===== src/rtl/corr_pkg.sv =====
package corr_pkg;

  typedef enum logic [1:0] {
    CR_HOLD = 2'd0,
    CR_UP   = 2'd1,
    CR_DOWN = 2'd2
  } cred_op_e;

  // Same-channel gain and spend in one clock cancel out.
  function automatic cred_op_e cred_op(input logic gain, input logic spend);
    if (gain && !spend)      return CR_UP;
    else if (spend && !gain) return CR_DOWN;
    else                     return CR_HOLD;
  endfunction

endpackage


===== src/rtl/corr_delay_line.sv =====
module corr_delay_line #(
  parameter int LATENCY = 4,
  parameter int CH_W    = 6
) (
  input  logic            clk,
  input  logic            rst_n,
  input  logic            in_vld,
  input  logic [CH_W-1:0] in_id,
  output logic            out_vld,
  output logic [CH_W-1:0] out_id
);

  for (genvar s = 0; s < LATENCY; s++) begin : g_st
    logic            v;
    logic [CH_W-1:0] id;
    logic            v_d;
    logic [CH_W-1:0] id_d;

    if (s == 0) begin : g_head
      assign v_d  = in_vld;
      assign id_d = in_id;
    end else begin : g_body
      assign v_d  = g_st[s-1].v;
      assign id_d = g_st[s-1].id;
    end

    always_ff @(posedge clk or negedge rst_n) begin
      if (!rst_n) begin
        v  <= 1'b0;
        id <= '0;
      end else begin
        v  <= v_d;
        id <= id_d;
      end
    end
  end

  assign out_vld = g_st[LATENCY-1].v;
  assign out_id  = g_st[LATENCY-1].id;

endmodule


===== src/rtl/corr_credit_bank.sv =====
module corr_credit_bank
  import corr_pkg::*;
#(
  parameter int CH_W  = 6,
  parameter int CNT_W = 8
) (
  input  logic                   clk,
  input  logic                   rst_n,
  input  logic                   pres_vld,
  input  logic [CH_W-1:0]        pres_id,
  input  logic                   rep_vld,
  input  logic [CH_W-1:0]        rep_id,
  output logic [(1<<CH_W)-1:0]   cred_zero,
  output logic                   over_hit
);

  localparam int              CH_N    = 1 << CH_W;
  localparam logic [CNT_W-1:0] CNT_MAX = '1;

  for (genvar g = 0; g < CH_N; g++) begin : g_ch
    logic [CNT_W-1:0] cnt;
    logic             gain;
    logic             spend;

    assign gain  = pres_vld && (pres_id == CH_W'(g));
    assign spend = rep_vld  && (rep_id  == CH_W'(g));

    always_ff @(posedge clk or negedge rst_n) begin
      if (!rst_n) begin
        cnt <= '0;
      end else begin
        case (cred_op(gain, spend))
          CR_UP:   if (cnt != CNT_MAX) cnt <= cnt + 1'b1;
          CR_DOWN: if (cnt != '0)      cnt <= cnt - 1'b1;
          default: cnt <= cnt;
        endcase
      end
    end

    assign cred_zero[g] = (cnt == '0);
  end

  logic same_ch;
  assign same_ch  = pres_vld && (pres_id == rep_id);
  assign over_hit = rep_vld && cred_zero[rep_id] && !same_ch;

endmodule


===== src/rtl/corr_err_trap.sv =====
module corr_err_trap #(
  parameter int W = 1
) (
  input  logic         clk,
  input  logic         rst_n,
  input  logic         hit,
  input  logic         clr,
  input  logic [W-1:0] info,
  output logic         flag,
  output logic [W-1:0] held
);

  logic take;
  assign take = hit && (!flag || clr);

  always_ff @(posedge clk or negedge rst_n) begin
    if (!rst_n) begin
      flag <= 1'b0;
      held <= '0;
    end else begin
      flag <= hit || (flag && !clr);
      if (take) held <= info;
    end
  end

endmodule


===== src/rtl/chan_corr_monitor.sv =====
module chan_corr_monitor
  import corr_pkg::*;
#(
  parameter int LATENCY = 4,
  parameter int CH_W    = 6,
  parameter int CNT_W   = 8
) (
  input  logic            clk,
  input  logic            rst_n,
  input  logic            req_vld,
  input  logic [CH_W-1:0] req_id,
  input  logic            rsp_vld,
  input  logic [CH_W-1:0] rsp_id,
  input  logic            stat_vld,
  input  logic            stat_skip,
  input  logic [CH_W-1:0] stat_id,
  input  logic            err_clr,
  output logic            err_corr,
  output logic            err_exp_vld,
  output logic [CH_W-1:0] err_exp_id,
  output logic            err_obs_vld,
  output logic [CH_W-1:0] err_obs_id,
  output logic            err_noskip,
  output logic [CH_W-1:0] err_noskip_id,
  output logic            err_over,
  output logic [CH_W-1:0] err_over_id
);

  localparam int CH_N  = 1 << CH_W;
  localparam int CAP_W = 2 * CH_W + 2;

  logic            dly_vld;
  logic [CH_W-1:0] dly_id;

  corr_delay_line #(.LATENCY(LATENCY), .CH_W(CH_W)) u_dly (
    .clk    (clk),
    .rst_n  (rst_n),
    .in_vld (req_vld),
    .in_id  (req_id),
    .out_vld(dly_vld),
    .out_id (dly_id)
  );

  logic vld_diff;
  logic id_diff;
  logic mismatch;
  assign vld_diff = (dly_vld != rsp_vld);
  assign id_diff  = dly_vld && rsp_vld && (dly_id != rsp_id);
  assign mismatch = vld_diff || id_diff;

  logic [CAP_W-1:0] corr_info;
  logic [CAP_W-1:0] corr_held;
  assign corr_info = {dly_vld, dly_id, rsp_vld, rsp_id};

  corr_err_trap #(.W(CAP_W)) u_trap_corr (
    .clk  (clk),
    .rst_n(rst_n),
    .hit  (mismatch),
    .clr  (err_clr),
    .info (corr_info),
    .flag (err_corr),
    .held (corr_held)
  );

  assign {err_exp_vld, err_exp_id, err_obs_vld, err_obs_id} = corr_held;

  logic noskip_hit;
  assign noskip_hit = stat_vld && !stat_skip;

  corr_err_trap #(.W(CH_W)) u_trap_noskip (
    .clk  (clk),
    .rst_n(rst_n),
    .hit  (noskip_hit),
    .clr  (err_clr),
    .info (stat_id),
    .flag (err_noskip),
    .held (err_noskip_id)
  );

  logic [CH_N-1:0] cred_zero;
  logic            over_hit;

  corr_credit_bank #(.CH_W(CH_W), .CNT_W(CNT_W)) u_cred (
    .clk      (clk),
    .rst_n    (rst_n),
    .pres_vld (rsp_vld),
    .pres_id  (rsp_id),
    .rep_vld  (stat_vld),
    .rep_id   (stat_id),
    .cred_zero(cred_zero),
    .over_hit (over_hit)
  );

  corr_err_trap #(.W(CH_W)) u_trap_over (
    .clk  (clk),
    .rst_n(rst_n),
    .hit  (over_hit),
    .clr  (err_clr),
    .info (stat_id),
    .flag (err_over),
    .held (err_over_id)
  );

endmodule


===== config.mk =====
export PLATFORM = sky130hd
export DESIGN_NAME = chan_corr_monitor
export DESIGN_NICKNAME = d
export VERILOG_FILES = /design/src/rtl/corr_pkg.sv /design/src/rtl/corr_delay_line.sv /design/src/rtl/corr_credit_bank.sv /design/src/rtl/corr_err_trap.sv /design/src/rtl/chan_corr_monitor.sv
export SDC_FILE = /design/constraint.sdc
export NUM_CORES = 2
export LEC_CHECK = 0
export CORE_ASPECT_RATIO = 1.25
export CORE_MARGIN = 2
export CORE_UTILIZATION = 40
export DETAILED_ROUTE_END_ITERATION = 16
export RECOVER_POWER = 25
export SLEW_MARGIN = 40
export SYNTH_ARGS = -nofsm -noshare
export SYNTH_HDL_FRONTEND = slang
export SYNTH_SLANG_ARGS = --single-unit

===== constraint.sdc =====
create_clock -name clk -period 5.3 [get_ports clk]
set_input_delay 1.06 -clock clk [delete_from_list [all_inputs] [get_ports clk]]
set_output_delay 1.06 -clock clk [all_outputs]
set_load 0.005 [all_outputs]

==> out/results.txt <==
most frequent cells in the layout - dfrtp_1, nand2_1, nor2_1
DR WL/cell - 17.0 um
Buffers on Ports - 53
Post-CTS Setup Repair Bufs - 0
EDFF count, synth - 0
initial DRC count - 2158
CP endpoint - u_cred.g_ch[36].cnt[7]
layout cells sized above 1 - 7.60%
Critical Path Start Type - input port
Synthesis Warnings - 0
Synth Register Bits - 569
Worst R2R Setup Slack - 1990 ps
Post-DRT Antenna Nets - 0
setup violators final - 0
cells after synthesis - 4392
Max stage delay on crit path - 860 ps
Chip Width - 285 um
Setup WS pre-CTS - 165 ps
Max Slew Vio Count - 75
commonest non-fill, non-tap cell in the layout - dfrtp_1
routed wire length - 98300 um
vias - 31800
Max clock buf depth - 3
DIE HEIGHT - 355 um
Req. time, crit path - 5870 ps
clock-pin slew of the registers on the worst-case setup and hold paths - 60 ps
Levels on crit path - 13
clk_skew - 32.6 ps
Final min period - 4550 ps
TritonCTS clock tree - done
crit path DAT - 5130 ps
RSZ-0062 raised after global routing - false
Post-synth ARST share - 100%
Unique masters post-synth - 88
Least-Margin Pin Slew - 3790 ps
CP max stage cell - or4b_2
core area - 97500 sq um
Overall Global Routing Usage - 19.5%
HP Class - reg2reg
DR vias/cell - 5.47
number of global-route vias before repair - 30600
setup_tns - 0 ps
Mapped Area - 39400 sq um
Post-DP Area - 41800 sq um
crit path launch - rsp_id[0]
DP HPWL - 72100 um
PD cells - 288 nW/um^2
synthesis-to-finish area growth - 12.1%
Leakage Power - 0.0204 uW
maximum vdd ir drop - 0.217 mV
Rel. slew slack - -153%
fin util - 45.3%
max cap viols - 1
CP max FO - 11
reg2reg start - u_cred.g_ch[28].cnt[3]
Starting Density - 40.4%
kind of cell adding the most delay to the critical path - simple AND/OR/NAND/NOR gates
Clock Latency Late Sink - 660 ps
WS Path Type - in2reg
drt pass-1 iters - 7
Ports - 54
FF-to-FF End - u_trap_over.held[4]
crit-path cells - clkdlybuf4s50_1, or4b_2, nor2_1, inv_1, ha_1, ha_1, a21o_1, a21oi_1, o21bai_1, a2111oi_0, nor3_1, nor3_1, xor2_1
critical path capture point type - flip-flop
RD Place Congestion - 0.900
global route total overflow - 0
CTS H-tree depth - 3
Final Hold Fails - 0
Hold-fix buffers, CTS - 0
worst hold-check slack - 347 ps
die area - 101000 sq um
initial antenna violation count - 10
WP buf/inv - 2
first-pass GRT wire length - 161000 um
R2R cell count - 7
failing checks - max-capacitance violations, max-slew violations
Avg Cell Area, Syn - 8.97 sq um
CTS Root Cell - clkbuf_16
total nets after synthesis - 4760
Nets - 4822
top_reg_cell synth - dfrtp_1
post_cts resized - 0
largest net degree at the start of global routing - 120
Inserted Clock Buffers - 69
status - finished, violations left
FMAX - 220 MHz
Final Worst Setup Slack - 746 ps
post-synthesis sequential area ratio - 36.1%
Final period util - 85.9%
CTS Sinks - 569
row cnt - 128
Filler Cell Count - 9346
Final Instance Area - 44200 sq um
Residual DRC - 0
area by class of cell:
class                           instances  area [sq um]  share of cell area [%]
Tap cell                             1300          1630                    3.68
Timing Repair Buffer                  170          1470                    3.32
Sequential cell                       569         14200                    32.2
Inverter                              210           788                    1.79
Antenna cell                            1          2.50                 0.00567
Clock buffer                           87          1910                    4.32
Clock inverter                         31           387                   0.876
Multi-Input combinational cell       3434         23700                    53.8
power breakdown:
group / internal, uW / switching (uW) / total [uW]
Sequential: 4830 / 744 / 5570
Clock: 2850 / 1990 / 4840
Combinational: 1070 / 1240 / 2320
Total: 8750 / 3980 / 12700
registers in the layout, indices dropped and copies added (netlist names), 3 cells and up:
register	cells
u_dly.out_id	6
u_cred.g_ch.cnt	512
u_trap_corr.held	14
u_dly.g_st.v	3
u_trap_over.held	6
u_trap_noskip.held	6
u_dly.g_st.id	18
routing by layer:
metal	vias to the layer above	routed length, um	global-route usage, %
met3	199	5740	3.92
met2	615	44600	31.5
met4	14	4210	8.83
li1	15700	-	-
met5	-	93	0
met1	15200	43700	25.1
worst register-to-register path, stage by stage, from the launching register on:
cell	delay [ps]
dfrtp_1	410
nor4_1	540
a21oi_1	250
o21ai_0	410
or4b_1	560
o31ai_2	470
o211ai_4	240
mux2_4	340
synthesized netlist by cell type (all sizes together) (19+ instances only):
| cell type | n | area (sq um) |
|---|---|---|
| or4 | 51 | 390 |
| nand4 | 103 | 644 |
| nor3 | 120 | 601 |
| nor2b | 71 | 444 |
| nand2b | 57 | 357 |
| clkbuf | 152 | 571 |
| mux2i | 38 | 380 |
| o22ai | 21 | 131 |
| a21oi | 193 | 966 |
| buf | 27 | 124 |
| xnor2 | 234 | 2050 |
| nand3 | 90 | 450 |
| o31ai | 42 | 320 |
| o41ai | 34 | 298 |
| dfrtp | 569 | 14200 |
| o211ai | 19 | 156 |
| o21ai | 303 | 1520 |
| nor2 | 358 | 1340 |
| inv | 210 | 788 |
| or2 | 23 | 144 |
| or3 | 48 | 300 |
| o21a | 35 | 263 |
| nand2 | 449 | 1690 |
| a31oi | 51 | 319 |
| mux2 | 62 | 717 |
| ha | 311 | 3890 |
| fa | 32 | 641 |
| xor2 | 263 | 2300 |
| a21o | 81 | 608 |
| nor4 | 109 | 703 |
kinds of logic (layout without fill, tap and decap cells):
group | count (synthesis) | after routing | synth area share (%)
DFF | 569 | 569 | 36.1
and+or+nand+nor | 1587 | 1587 | 20.3
muxes | 100 | 100 | 2.78
adders and majority gates | 343 | 343 | 11.5
xor gates and xnor gates | 497 | 497 | 11.0
AOI/OAI and AO/OA | 907 | 907 | 14.5
other | 0 | 1 | 0
buffers and inverters | 389 | 498 | 3.76
metrics by stage:
stage / instances / total power [uW]
after CTS: 5801 / 12900
final: 5802 / 12700
after floorplan: 4392 / 7100
after global routing: 5801 / 13500
after global placement: 5683 / 7880
after detailed placement: 5683 / 7950
worst min path at each step:
stage	cells after the start	to	from	slack (ps)
after CTS	0	u_dly.g_st[2].id[2]	u_dly.g_st[1].id[2]	350
final	0	u_dly.g_st[2].id[2]	u_dly.g_st[1].id[2]	350
after global routing	0	u_dly.g_st[2].id[0]	u_dly.g_st[1].id[0]	360
after floorplan	0	u_dly.g_st[1].id[0]	u_dly.g_st[0].id[0]	330
after global placement	0	u_dly.out_vld	u_dly.g_st[2].v	330
after detailed placement	0	u_dly.g_st[2].id[1]	u_dly.g_st[1].id[1]	330
No activity file was read; power rests on OpenSTA's default activity.
